## config.mk

```make
export PLATFORM = sky130hd
export DESIGN_NAME = segxl_top
export DESIGN_NICKNAME = d
export VERILOG_FILES = /design/src/rtl/segxl_pkg.sv /design/src/rtl/seg_table.sv /design/src/rtl/seg_xlate.sv /design/src/rtl/segxl_top.sv
export SDC_FILE = /design/constraint.sdc
export NUM_CORES = 1
export LEC_CHECK = 0
export ABC_AREA = 1
export BUFFER_PORTS_ARGS = -buffer_cell sky130_fd_sc_hd__buf_2
export CORE_MARGIN = 2
export CORE_UTILIZATION = 55
export CTS_BUF_LIST = sky130_fd_sc_hd__clkbuf_4
export DETAILED_ROUTE_END_ITERATION = 12
export PLACE_DENSITY = 0.76
export REMOVE_ABC_BUFFERS = 1
export SLEW_MARGIN = 20
export SYNTH_ARGS = -nofsm -noshare
export SYNTH_HDL_FRONTEND = slang
export SYNTH_SLANG_ARGS = --single-unit
```

## constraint.sdc

```tcl
create_clock -name clk -period 2.45 [get_ports clk]
set_clock_uncertainty 0.1 [all_clocks]
set_input_delay 0.735 -clock clk [delete_from_list [all_inputs] [get_ports clk]]
set_output_delay 0.735 -clock clk [all_outputs]
set_load 0.01 [all_outputs]
```

## src/rtl/segxl_pkg.sv

```systemverilog
package segxl_pkg;
    typedef enum logic [1:0] {
        ACC_READ  = 2'd0,
        ACC_WRITE = 2'd1,
        ACC_EXEC  = 2'd2,
        ACC_RSVD  = 2'd3
    } acc_e;

    typedef enum logic [1:0] {
        FLT_NONE   = 2'd0,
        FLT_BOUNDS = 2'd1,
        FLT_PERM   = 2'd2,
        FLT_PRIV   = 2'd3
    } fault_e;

    localparam int PERM_R = 0;
    localparam int PERM_W = 1;
    localparam int PERM_X = 2;
    localparam int NSLOT  = 4;
    localparam int SLOT_W = 2;
endpackage

```

## src/rtl/seg_table.sv

```systemverilog
module seg_table
    import segxl_pkg::*;
#(
    parameter int PA_W = 20,
    parameter int SZ_W = 15
) (
    input  logic                       clk,
    input  logic                       rst_n,
    input  logic                       wr_en,
    input  logic                       wr_kernel,
    input  logic [SLOT_W-1:0]          wr_slot,
    input  logic [PA_W-1:0]            wr_base,
    input  logic [SZ_W-1:0]            wr_size,
    input  logic                       wr_down,
    input  logic [2:0]                 wr_perm,
    input  logic [SLOT_W-1:0]          rd_slot,
    output logic [PA_W-1:0]            rd_base,
    output logic [SZ_W-1:0]            rd_size,
    output logic                       rd_down,
    output logic [2:0]                 rd_perm,
    output logic                       rd_live
);
    localparam int SPARE = NSLOT - 1;

    typedef struct packed {
        logic [PA_W-1:0] base;
        logic [SZ_W-1:0] size;
        logic            down;
        logic [2:0]      perm;
    } entry_t;

    entry_t [NSLOT-1:0] tbl_d, tbl_q;
    logic               wr_take;

    always_comb begin
        tbl_d   = tbl_q;
        wr_take = wr_en && wr_kernel && (wr_slot != SLOT_W'(SPARE));
        if (wr_take) begin
            tbl_d[wr_slot].base = wr_base;
            tbl_d[wr_slot].size = wr_size;
            tbl_d[wr_slot].down = wr_down;
            tbl_d[wr_slot].perm = wr_perm;
        end
    end

    always_ff @(posedge clk or negedge rst_n) begin
        if (!rst_n) tbl_q <= '0;
        else        tbl_q <= tbl_d;
    end

    assign rd_base = tbl_q[rd_slot].base;
    assign rd_size = tbl_q[rd_slot].size;
    assign rd_down = tbl_q[rd_slot].down;
    assign rd_perm = tbl_q[rd_slot].perm;
    assign rd_live = (rd_slot != SLOT_W'(SPARE));

    generate
        for (genvar g = 0; g < NSLOT; g++) begin : g_slot_chk

            user_write_ignored_chk: assert property (@(posedge clk) disable iff (!rst_n)
                (wr_en && !wr_kernel) |=> $stable(tbl_q[g]));
        end
    endgenerate


    spare_slot_locked_chk: assert property (@(posedge clk) disable iff (!rst_n)
        (wr_en && wr_slot == SLOT_W'(SPARE)) |=> (tbl_q[SPARE] == '0));
endmodule

```

## src/rtl/seg_xlate.sv

```systemverilog
module seg_xlate
    import segxl_pkg::*;
#(
    parameter int OFF_W = 14,
    parameter int PA_W  = 20
) (
    input  logic [OFF_W-1:0] offset,
    input  acc_e             acc,
    input  logic [PA_W-1:0]  base,
    input  logic [OFF_W:0]   size,
    input  logic             down,
    input  logic [2:0]       perm,
    input  logic             live,
    output fault_e           fault,
    output logic [PA_W-1:0]  paddr
);
    localparam logic [OFF_W:0] SPAN = {1'b1, {OFF_W{1'b0}}};

    logic [OFF_W:0] off_ext;
    logic [OFF_W:0] mag;
    logic           in_up, in_dn, in_rng, allowed;

    always_comb begin
        off_ext = {1'b0, offset};
        mag     = SPAN - off_ext;
        in_up   = off_ext < size;
        in_dn   = mag <= size;
        in_rng  = live && (down ? in_dn : in_up);

        unique case (acc)
            ACC_READ:  allowed = perm[PERM_R];
            ACC_WRITE: allowed = perm[PERM_W];
            ACC_EXEC:  allowed = perm[PERM_X];
            default:   allowed = 1'b0;
        endcase

        if (!in_rng)       fault = FLT_BOUNDS;
        else if (!allowed) fault = FLT_PERM;
        else               fault = FLT_NONE;

        if (fault != FLT_NONE) paddr = '0;
        else if (down)         paddr = base - PA_W'(mag);
        else                   paddr = base + PA_W'(off_ext);
    end
endmodule

```

## src/rtl/segxl_top.sv

```systemverilog
module segxl_top
    import segxl_pkg::*;
#(
    parameter int VA_W = 16,
    parameter int PA_W = 20
) (
    input  logic            clk,
    input  logic            rst_n,
    input  logic            priv_kernel,
    input  logic            req_valid,
    input  logic [VA_W-1:0] req_vaddr,
    input  logic [1:0]      req_acc,
    input  logic            cfg_we,
    input  logic [1:0]      cfg_slot,
    input  logic [PA_W-1:0] cfg_base,
    input  logic [VA_W-2:0] cfg_size,
    input  logic            cfg_down,
    input  logic [2:0]      cfg_perm,
    output logic            rsp_valid,
    output logic            rsp_ok,
    output logic [1:0]      rsp_fault,
    output logic [PA_W-1:0] rsp_paddr
);
    localparam int OFF_W = VA_W - SLOT_W;
    localparam int SZ_W  = OFF_W + 1;

    typedef struct packed {
        logic            valid;
        logic            ok;
        fault_e          fault;
        logic [PA_W-1:0] paddr;
    } rsp_t;

    rsp_t rsp_d, rsp_q;

    logic [SLOT_W-1:0] slot;
    logic [OFF_W-1:0]  offset;
    logic [PA_W-1:0]   t_base;
    logic [SZ_W-1:0]   t_size;
    logic              t_down, t_live;
    logic [2:0]        t_perm;
    fault_e            x_fault;
    logic [PA_W-1:0]   x_paddr;
    logic              user_wr;

    assign slot   = req_vaddr[VA_W-1 -: SLOT_W];
    assign offset = req_vaddr[OFF_W-1:0];

    seg_table #(.PA_W(PA_W), .SZ_W(SZ_W)) u_table (
        .clk       (clk),
        .rst_n     (rst_n),
        .wr_en     (cfg_we),
        .wr_kernel (priv_kernel),
        .wr_slot   (cfg_slot),
        .wr_base   (cfg_base),
        .wr_size   (cfg_size),
        .wr_down   (cfg_down),
        .wr_perm   (cfg_perm),
        .rd_slot   (slot),
        .rd_base   (t_base),
        .rd_size   (t_size),
        .rd_down   (t_down),
        .rd_perm   (t_perm),
        .rd_live   (t_live)
    );

    seg_xlate #(.OFF_W(OFF_W), .PA_W(PA_W)) u_xlate (
        .offset (offset),
        .acc    (acc_e'(req_acc)),
        .base   (t_base),
        .size   (t_size),
        .down   (t_down),
        .perm   (t_perm),
        .live   (t_live),
        .fault  (x_fault),
        .paddr  (x_paddr)
    );

    always_comb begin
        user_wr     = cfg_we && !priv_kernel;
        rsp_d       = '0;
        rsp_d.valid = req_valid || user_wr;
        if (req_valid) begin
            rsp_d.fault = x_fault;
            rsp_d.paddr = x_paddr;
            rsp_d.ok    = (x_fault == FLT_NONE);
        end else if (user_wr) begin
            rsp_d.fault = FLT_PRIV;
        end
    end

    always_ff @(posedge clk or negedge rst_n) begin
        if (!rst_n) rsp_q <= '0;
        else        rsp_q <= rsp_d;
    end

    assign rsp_valid = rsp_q.valid;
    assign rsp_ok    = rsp_q.ok;
    assign rsp_fault = rsp_q.fault;
    assign rsp_paddr = rsp_q.paddr;


    req_to_rsp_chk: assert property (@(posedge clk) disable iff (!rst_n)
        req_valid |=> rsp_valid);

    ok_needs_valid_chk: assert property (@(posedge clk) disable iff (!rst_n)
        rsp_ok |-> (rsp_valid && rsp_fault == 2'd0));

    fault_zero_addr_chk: assert property (@(posedge clk) disable iff (!rst_n)
        (rsp_fault != 2'd0) |-> (rsp_paddr == '0 && !rsp_ok));

    spare_slot_faults_chk: assert property (@(posedge clk) disable iff (!rst_n)
        (req_valid && slot == SLOT_W'(NSLOT - 1)) |=> (rsp_fault == 2'd1));

    priv_only_idle_chk: assert property (@(posedge clk) disable iff (!rst_n)
        (req_valid && cfg_we && !priv_kernel) |=> (rsp_fault != 2'd3));
endmodule

```

# Word level (Yosys, flattened, before mapping)
# Cells that the tools add are included.
[word_totals]
ff_bits = 180
in_bits = 64
output_inout_bits = 24
word_cells = 66
[op_classes]
add_sub_neg = 3
n_lt_le_gt_ge = 5
n_eq_ne = 4
mux = 24
n_reduce_logical = 10
[op_table]
columns = ["operator", "n"]
rows = [
  ["bitwise mux 156 bit", 4],
  ["demux 39 bit (select 2 bit)", 4],
  ["binary-select mux 39 bit (select 2 bit)", 1],
  ["2-to-1 mux 39 bit", 2],
  ["2-to-1 mux 20 bit", 3],
  ["adder 20 x 14 -> 20 bit", 1],
  ["subtractor 20 x 15 -> 20 bit", 1],
  ["2-to-1 mux 19 bit", 1],
  ["less-or-equal comparator 15 bit", 1],
  ["less-than comparator 14 x 15 -> 1 bit", 1],
  ["subtractor 15 x 14 -> 15 bit (first input constant)", 1],
  ["2-to-1 mux 2 bit", 4],
  ["less-than comparator 2 x 3 -> 1 bit (second input constant)", 2],
  ["logical AND 1 bit", 5],
  ["logical NOT 2 bit", 2],
  ["2-to-1 mux 4 bit", 1],
  ["!= test 2 bit (second input constant)", 2],
  ["2-to-1 mux 3 bit", 1],
  ["case mux 1 bit (3 select lines)", 1],
  ["== test 2 x 1 -> 1 bit (second input constant)", 1],
  ["== test 2 bit (second input constant)", 1],
  ["greater-or-equal comparator 2 x 1 -> 1 bit (second input constant)", 1],
  ["2-to-1 mux 1 bit", 2],
  ["nonzero test 2 bit", 1],
  ["2 further kinds", 2],
]

# Logic depth before layout (Yosys ltp)
# Gate-level depths: netlist of the first run.
[logic_depth]
ltp_word = 9
mapped_depth = 24
depth_no_buf = 24

# Hierarchy
# A second synthesis of the first run with hierarchy kept.
[hier_totals]
hier_cells = 1600
area_unflattened_um2 = 11004.3
[by_module_without_submodules]
columns = ["module", "instances", "cells_each", "area_per_inst_um2", "seq_area_each_um2"]
rows = [
  ["seg_table", 1, 1051, 7556.0, 3903.7],
  ["seg_xlate", 1, 473, 2625.0, 0.0],
  ["segxl_top", 1, 76, 823.3, 600.6],
]

# Worst setup path before layout of the first run
# Ideal clock, no wire load.
[synth_path]
path_kind = "in2reg"
from = "input port req_vaddr[14]"
to = "register rsp_q (netlist bit rsp_paddr[18])"
setup_ns = 0.119
t_arrival_ns = 3.340
required_ns = 2.231
slack_ns = -1.109
stages = 17
path_cell_list = "buf_6 -> inv_4 -> buf_6 -> clkbuf_1 -> buf_2 -> nand2_1 -> a32o_1 -> ha_1 -> fa_1 -> o21ai_2 -> a21oi_1 -> o21ai_0 -> nand3_1 -> nand2_2 -> nand2_1 -> a21oi_1 -> nor2_1"
[synth_rtl]
columns = ["item", "line", "text"]
rows = [
  ["start, declared", "segxl_top.sv:11", "input logic [VA_W-1:0] req_vaddr,"],
  ["end signal, assigned", "segxl_top.sv:94", "else rsp_q <= rsp_d;"],
  ["end, declared", "segxl_top.sv:34", "rsp_t rsp_d, rsp_q;"],
]

==> results of run 1 <==
## timing repair
item / in CTS / in global routing
hold buffers: 1 / 0
pin swaps: 10 / 22
buffers inserted: 10 / 4
gates cloned: 3 / 0
endpoints found under the setup margin: 23 / 23
gates resized for setup: 35 / 38
hold endpoints to repair: 36 / 0
## kinds of logic after synthesis
| group | after synthesis |
|---|---|
| and+or+nand+nor | 400 |
| DFF | 180 |
| AOI/OAI and AO/OA | 272 |
| xor gates and xnor gates | 19 |
| buffers and inverters | 182 |
| adders and majority gates | 48 |
## through the flow
| stage | util (%) | std cells | cell area (µm²) | hold WS (ps) |
|---|---|---|---|---|
| 2_1_floorplan | - | 1013 | 8830 | 254 |
| 3_3_place_gp | 63.7 | 1428 | 10500 | 265 |
| 3_5_place_dp | 63.7 | 1428 | 10500 | 266 |
| 4_1_cts | 67.5 | 1473 | 11100 | 281 |
| 5_1_grt | 68.6 | 1478 | 11300 | 274 |
| 6_report | 68.6 | 1478 | 11300 | 292 |
## per-layer routing
layer / global-route usage (%) / share of wire [%] / up-vias
li1: - / - / 3878
met1: 34.9 / 46 / 3692
met2: 43.0 / 48 / 197
met3: 3.69 / 4.5 / 35
met4: 8.33 / 1.9 / 0
met5: 0 / 0 / -
## area by class of cell
class                           count  area [µm²]
Antenna cell                        1        2.50
Clock buffer                       19         143
Clock inverter                     12         186
Fill cell                        1261        5170
Inverter                           94         363
Multi-Input combinational cell    739        4200
Sequential cell                   180        4500
Tap cell                          220         275
Timing Repair Buffer              213        1620
## worst paths after layout
kind | endpoint | cells past startpoint
min in group asynchronous | u_table.tbl_q[144] | 2
worst max-delay path | rsp_paddr[17] | 23
worst min register to register | u_table.tbl_q[137] | 0
worst min-delay path | u_table.tbl_q[137] | 0
max in group asynchronous | u_table.tbl_q[8] | 3
worst max register to register | rsp_paddr[17] | 14
## sequential cells by signal, summed over array words and instances (netlist names)
signal         cells
rsp_ok             1
rsp_valid          1
rsp_paddr         20
u_table.tbl_q    156
rsp_fault          2
## layout by cell type (no fill, tap or decap), drive strengths merged, types with 2 or more instances in the layout
cell / instances
nor2: 94
bufbuf: 2
o21a: 2
nand3: 23
xnor2: 9
nand4: 6
clkinvlp: 2
a32o: 15
buf: 209
clkbuf: 20
xor2: 10
nand3b: 2
o21ai: 179
a21oi: 47
ha: 47
o21bai: 4
nor3: 7
nand2: 268
o22ai: 21
bufinv: 5
inv: 94
clkinv: 5
dfrtp: 180
## where the power goes
group | leakage (nW) | switching (mW) | internal [mW] | total, mW
logic | 3.33 | 1.09 | 0.913 | 2.01
clock network | 0.171 | 0.981 | 0.915 | 1.90
registers | 2.34 | 0.199 | 3.35 | 3.55
total | 5.84 | 2.27 | 5.18 | 7.45
==> results.toml, run 1 <==
[status]
status = "finished with violations"
violations = "negative setup slack"

[global_routing]
grt_usage_pct = 25.7
grt_pass1_vias = 7602
grt_pass1_wl_um = 36300
grt_max_degree = 79
gr-total-overflow = 0
antenna_found_initial = 1

[critical_path]
cpMostUsedCell = "nor2_4"
path_max_fanout = 6
worstPathCellList = "buf_8 -> nor2_4 -> nand2_2 -> nor2_4 -> inv_2 -> nor2_4 -> nand3_2 -> nor2_4 -> inv_2 -> o21ai_1 -> nand2_1 -> inv_2 -> ha_4 -> nand4_1 -> a21oi_2 -> nor2_1 -> nand2_2 -> a21boi_4 -> buf_6 -> nand2_8 -> nor2_8 -> nand2_2 -> nor2_2"
critPathLaunchType = "primary input"
crit_required_ps = 2860
reg2reg_slack_ps = -140
cp_top_family = "simple AND/OR/NAND/NOR gates"
slowest_stage = "a21boi_4"
critPathMaxStageDelay_ps = 200
worstSetupEndpointType = "flop"
arrival_ps = 3370
crit_buf_inv = 5
cp-startpoint = "req_vaddr[1]"
reg2reg_from = "u_table.tbl_q[131]"
path_class = "primary input to flop"

[cts]
numCtsBuffers = 17
clk_latency_ps = 580
cts_root_buf = "clkbuf_4"
h-tree-depth = 4
clk_pin_slew_worst_paths_ps = 130
cts_tree = "built"
clock_sinks = 180
clk_path_buf_depth = 2

[timing]
fin_crit_ps = 2950
setup_viol = 23
rsz0062_at_grt = "yes"
hold_viol_final = 0
drv_slew = 0
tightest_slew_ps = 377
tns_ps = -10280
timing.final.ws_setup_ps = -504
max_freq_mhz = 339
max_slew_margin_pct = 74.9
min_period_over_period_pct = 121

[place]
dp_slack_ps = -1000
numPortBuffers = 87
dp_hpwl_um = 14700
routabilityCongestion = 0.911

[synthesis]
synth_fa_ha_area_share_pct = 6.62
ys_types = 38
synth_edf_count = 0
synth_compound_area_share_pct = 16.5
synth_top_family_by_area = "simple AND/OR/NAND/NOR gates"
syn_avg_cell_area_um2 = 8.35
syn-instance-count = 1101
synth_ff_type = "dfrtp_1"
synth_xor_area_share_pct = 1.81
yosys_warnings = 0
synth_commonest_cells = "259 x nand2_1, 180 x dfrtp_1, 172 x o21ai_0"
synth-seq-cells = 180
synthTopCellsByArea = "dfrtp_1 49%, nand2_1 11%, o21ai_0 9.4%"
synth.most_common_cell = "nand2_1"
async_flop_share_pct = 100
synth_top_cell_by_area = "dfrtp_1"
synth_seq_area_share_pct = 49.0
yosys.area_share.simple_pct = 18.3
synthMuxAreaShare_pct = 0
yosysTopAreaCellShare_pct = 49.0
syn-cell-area_um2 = 9190

[detailed_routing]
ant_nets = 0
routed-via-count = 7802
wl_per_cell_um = 14.9
drc = 0
drtIter0Drc = 496
totalWireLength_um = 22000
viasPerCell = 5.28
drt-pass1-iter-count = 5

[cells_and_area]
final_nets = 1357
area_growth_pct = 22.9
drive_gt1_share_pct = 25.3

[floorplan]
die_y_um = 133
die_area_um2 = 17800
num_io_pins = 88
die_w_um = 133
placementRows = 47
start_util_pct = 55.8
core_um2 = 16500

[pwr]
peakVddDrop_mv = 0.385
p_total_mw = 7.45
p_leak_nw = 5.84
power_density_nw_per_um2 = 660

[flow_run]
max_cap_viol_count = 0

[worst_hold_path]
worstHoldStart = "u_table.tbl_q[137]"
hp-class = "flop to flop"
Note: power is estimated with default switching activity, not from simulation.
==> run 2, diff against run 1 <==
- CTS_BUF_LIST: sky130_fd_sc_hd__clkbuf_4 -> sky130_fd_sc_hd__clkbuf_4 sky130_fd_sc_hd__clkbuf_8
- PLACE_DENSITY: 0.76 -> 0.82
==> results.toml, run 2 (synthesis gave the netlist of run 1 again) <==
[cells_and_area]
top_register = "u_table.tbl_q"
layout_common_cells = "246 x nand2_1, 180 x dfrtp_1, 169 x o21ai_0"
area_growth_pct = 24.2
final-instance-count-excl-fill = 1476
final_common_cell = "nand2_1"
final_nets = 1355
largest_reg_flops = 156
diodes = 0
drive_gt1_share_pct = 26.6

[worst_hold_path]
hp-class = "primary input to async pin"

[detailed_routing]
drtIter0Drc = 777
drt-pass1-iter-count = 5
ant_nets = 0
drc = 0
routed-via-count = 7997
wl_per_cell_um = 15.8
totalWireLength_um = 23300
viasPerCell = 5.42

[flow_run]
max_cap_viol_count = 0

[global_routing]
use_met3_pct = 4.19
gr-total-overflow = 0
top_usage_layer = "met2"
grt_usage_pct = 26.2
use_met1_pct = 34.5
grt_max_degree = 79
grt_pass1_vias = 7851
antenna_found_initial = 0
met2_usage_pct = 43.5
grt_pass1_wl_um = 37200

[floorplan]
die_w_um = 133
num_io_pins = 88
start_util_pct = 55.8
die_area_um2 = 17800
die_y_um = 133
placementRows = 47
core_um2 = 16500

[timing]
min_period_over_period_pct = 121
max_freq_mhz = 337
whs_ps = 87.7
drv_slew = 0
max_slew_margin_pct = 67.3
timing.final.ws_setup_ps = -522
tightest_slew_ps = 491
fin_crit_ps = 2970
setup_viol = 23
hold_viol_final = 0
rsz0062_at_grt = "yes"

[pwr]
p_leak_nw = 5.84
peakVddDrop_mv = 0.362
p_total_mw = 7.73
power_density_nw_per_um2 = 677

[critical_path]
critPathLaunchType = "primary input"
cp-startpoint = "req_vaddr[0]"
worstSetupEndpointType = "flop"
path_max_fanout = 6
r2r_cells = 13
reg2reg_slack_ps = -150
worstReg2RegEnd = "rsp_paddr[17]"
critical_path.endpoint = "rsp_paddr[17]"
arrival_ps = 3280
reg2reg_from = "u_table.tbl_q[47]"
path_class = "primary input to flop"
crit_required_ps = 2760

[cts]
clk_path_buf_depth = 2
clock_sinks = 180
clk_pin_slew_worst_paths_ps = 90
cts_tree = "built"
cts_hold_buffers = 0
numCtsBuffers = 17
h-tree-depth = 4
cts_root_buf = "clkbuf_8"
clk_latency_ps = 480

[status]
violations = "negative setup slack"
status = "finished with violations"

[place]
dp_hpwl_um = 15100
numPortBuffers = 87
dp.cells = 1431
routabilityCongestion = 0.949
run 2: cell count changes in the layout (fill, tap and decap cells not counted), moves of 3 or more:
cell / change
clkbuf_4: -18
clkbuf_8: +17
a21oi_1: -5
a21oi_2: +5
inv_6: +5
buf_6: +4
buf_4: -3
clkinv_1: -3
ha_4: +3
nand2_1: -3
nand2_2: +3
run 2: worst max-delay path, cell delays in order:
cell	delay, ps
buf_2	120
inv_4	70
ha_4	140
nand2_2	90
nor2_4	170
xor2_1	210
inv_1	100
ha_4	280
nand2_2	60
nor2_2	120
nand4_1	170
nor2_1	180
nor2_2	70
a21boi_4	210
nand2_4	120
nor2_8	180
nand2_2	80
nor2_2	140
run 2: per-stage QoR:
step                      setup WS [ps]  utilization (%)  cell area, µm²  setup TNS [ps]
after floorplan                    -779                -            8830          -30200
after global placement             -970             63.7           10500          -20900
after detailed placement           -997             63.7           10500          -21540
after CTS                          -419             67.6           11100           -8710
after global routing               -636             69.3           11400          -13190
final                              -522             69.3           11400          -10640
run 2: power by group:
part / internal [mW] / leakage (nW) / switching, mW
Clock: 1.03 / 0.204 / 1.10
Combinational: 0.904 / 3.29 / 1.14
Sequential: 3.35 / 2.34 / 0.205
run 2: how the worst min path moves through the flow:
stage                  startpoint                  to  slack (ps)  depth (start not counted)
3_5_place_dp   u_table.tbl_q[125]  u_table.tbl_q[125]         270                          0
4_1_cts                     rst_n   u_table.tbl_q[45]          90                          1
2_1_floorplan  u_table.tbl_q[122]  u_table.tbl_q[122]         250                          0
5_1_grt                     rst_n   u_table.tbl_q[45]         110                          1
6_report                    rst_n   u_table.tbl_q[45]          90                          1
3_3_place_gp   u_table.tbl_q[133]  u_table.tbl_q[133]         260                          0
run 2: final cells by class:
type                       instances  area [µm²]
multi-input combinational        739        4280
clock inverter                    14         175
clock buffer                      18         241
tap                              220         275
fill                            1216        5050
inverter                          94         360
sequential                       180        4500
timing repair buffer             211        1580
run 2: what timing repair did:
| item | 4_1_cts | 5_1_grt |
|---|---|---|
| pin swaps | 23 | 24 |
| setup buffers | 6 | 4 |
| gates resized for setup | 42 | 50 |
| setup endpoints to repair | 23 | 23 |
| gates cloned | 1 | 2 |
run 2: layer usage:
metal | up-vias | wire length [µm]
met1 | 3806 | 10100
met2 | 277 | 11300
met5 | - | 0
li1 | 3868 | -
met3 | 46 | 1250
met4 | 0 | 648
==> run 3, diff against run 2 <==
- GPL_TIMING_DRIVEN: not set -> 0
- SKIP_LAST_GASP: not set -> 1
==> results.toml, run 3 (synthesis gave the netlist of run 1 again) <==
[place]
dp.cells = 1327
routabilityCongestion = 0.901
numPortBuffers = 87
dp_hpwl_um = 13100
place_area_um2 = 9690

[global_routing]
grt_usage_pct = 24.8
grt_max_degree = 92
gr-total-overflow = 0
grt_pass1_wl_um = 35100
antenna_found_initial = 4
grt_pass1_vias = 7546

[cells_and_area]
final_common_cell = "nand2_1"
largest_reg_flops = 156
seq_area_um2 = 4500
finalInstanceArea_um2 = 10800
final_nets = 1261
top_register = "u_table.tbl_q"
area_growth_pct = 17.5
layout_common_cells = "245 x nand2_1, 180 x dfrtp_1, 168 x o21ai_0"
final-instance-count-excl-fill = 1384
utilization_pct = 65.6
nFillCells = 1264
multi_input_area_um2 = 4400
drive_gt1_share_pct = 21.6

[pwr]
pwr-share-clk_pct = 25.4
peakVddDrop_mv = 0.403
intPower_mw = 4.85
p_comb_share_pct = 25.6
power_density_nw_per_um2 = 671
switchingPower_mw = 2.40
p_leak_nw = 5.39
sequentialPowerShare_pct = 49.0
p_sw_share_pct = 33.2

[detailed_routing]
wl_per_cell_um = 16.4
drtIter0Drc = 687
drt-pass1-iter-count = 5
ant_nets = 0
routed-via-count = 7821
totalWireLength_um = 22700
viasPerCell = 5.65
drc = 0

[cts]
clk_path_buf_depth = 2
clk_latency_ps = 480
cts_tree = "built"
clock_sinks = 180
cts_root_buf = "clkbuf_8"
h-tree-depth = 4
numCtsBuffers = 17
clk_pin_slew_worst_paths_ps = 90

[status]
violations = "negative setup slack"
status = "finished with violations"

[critical_path]
arrival_ps = 3270
reg2reg_slack_ps = -160
critPathMaxStageDelay_ps = 290
r2r_cells = 12
path_class = "primary input to flop"
worstPathCellList = "buf_2 -> nor2_2 -> nand2_2 -> nor2_4 -> nand2_2 -> xnor2_2 -> inv_1 -> ha_1 -> nand2_2 -> nor2_4 -> nand4_1 -> nor2_1 -> nor2_2 -> a21boi_4 -> nand4_4 -> buf_12 -> nor2_4"
crit_required_ps = 2760
reg2reg_from = "u_table.tbl_q[58]"
worstSetupEndpointType = "flop"
slowest_stage = "ha_1"
path_max_fanout = 6
worstReg2RegEnd = "rsp_paddr[16]"
critPathLaunchType = "primary input"

[timing]
whs_ps = 164
drv_slew = 0
fin_crit_ps = 2960
rsz0062_at_grt = "yes"
timing.final.ws_setup_ps = -505
hold_viol_final = 0
min_period_over_period_pct = 121
max_freq_mhz = 338
tightest_slew_ps = 774
max_slew_margin_pct = 48.2
setup_viol = 23

[worst_hold_path]
hp-class = "primary input to async pin"

[floorplan]
core_um2 = 16500
placementRows = 47
die_y_um = 133
start_util_pct = 55.8
die_w_um = 133
num_io_pins = 88
die_area_um2 = 17800

[flow_run]
max_cap_viol_count = 0
==> run 3: cell types whose count changed in the layout (fill, tap and decap cells not counted), sizes merged <==
cell,change
inv,-1
buf,-95
bufinv,-3
clkinvlp,+3
diode,+3
clkbuf,+1
==> run 3: repair_timing <==
| action | CTS | global route |
|---|---|---|
| hold endpoints to repair | 0 | 0 |
| pin swaps | 30 | 31 |
| buffers inserted | 13 | 6 |
| endpoints found under the setup margin | 23 | 23 |
| cloned | 3 | 1 |
| resized for setup | 82 | 40 |
| hold buffers | 0 | 0 |
==> run 3: critical path, delay by kind of cell <==
| kind | cells | cell delay [ps] |
|---|---|---|
| simple gates | 11 | 1450 |
| buf+inv | 3 | 440 |
| fa+ha+maj | 1 | 290 |
| compound gates | 1 | 180 |
| xor+xnor | 1 | 150 |
==> run 3: per-layer routing <==
| layer | share of wire [%] | GRT usage (%) |
|---|---|---|
| met1 | 42 | 30.6 |
| met3 | 5.8 | 4.49 |
| met2 | 49 | 42.2 |
| met5 | 0.031 | 0 |
| met4 | 3.6 | 12.4 |
==> run 3: worst max-delay path by stage <==
stage | startpoint | endpoint | slack, ps | depth (start not counted)
2_1_floorplan | req_vaddr[15] | rsp_paddr[18] | -780 | 13
3_3_place_gp | req_vaddr[14] | rsp_paddr[18] | -2330 | 14
3_5_place_dp | req_vaddr[14] | rsp_paddr[16] | -1870 | 15
4_1_cts | req_vaddr[1] | rsp_paddr[16] | -470 | 21
5_1_grt | req_vaddr[6] | rsp_paddr[5] | -640 | 19
6_report | req_vaddr[4] | rsp_paddr[5] | -510 | 17
==> run 3: layout make-up <==
class | instances | area share (%)
diodes | 3 | 0.0695
flip-flops and latches | 180 | 41.7
repair inverters | 2 | 0.185
repair buffers | 115 | 7.89
well taps | 220 | 2.55
clock inverters | 11 | 0.753
inverters | 94 | 3.57
multi-input cells | 739 | 40.8
clock buffers | 20 | 2.49
==> run 3: through the flow <==
stage / setup TNS (ps) / power [mW] / setup WS, ps
after floorplan: -30200 / 4.65 / -779
after global placement: -579270 / 5.04 / -2330
after detailed placement: -38380 / 5.13 / -1870
after CTS: -9550 / 7.12 / -471
after global routing: -13690 / 7.63 / -635
final: -10820 / 7.25 / -505
==> run 3: power groups by stage <==
stage          clock [mW]  sequential (mW)  combinational, mW
4_1_cts              1.86             3.54               1.73
3_5_place_dp            0             3.59               1.54
5_1_grt              1.97             3.59               2.07
2_1_floorplan           0             3.57               1.08
6_report             1.84             3.55               1.85
3_3_place_gp            0             3.58               1.46
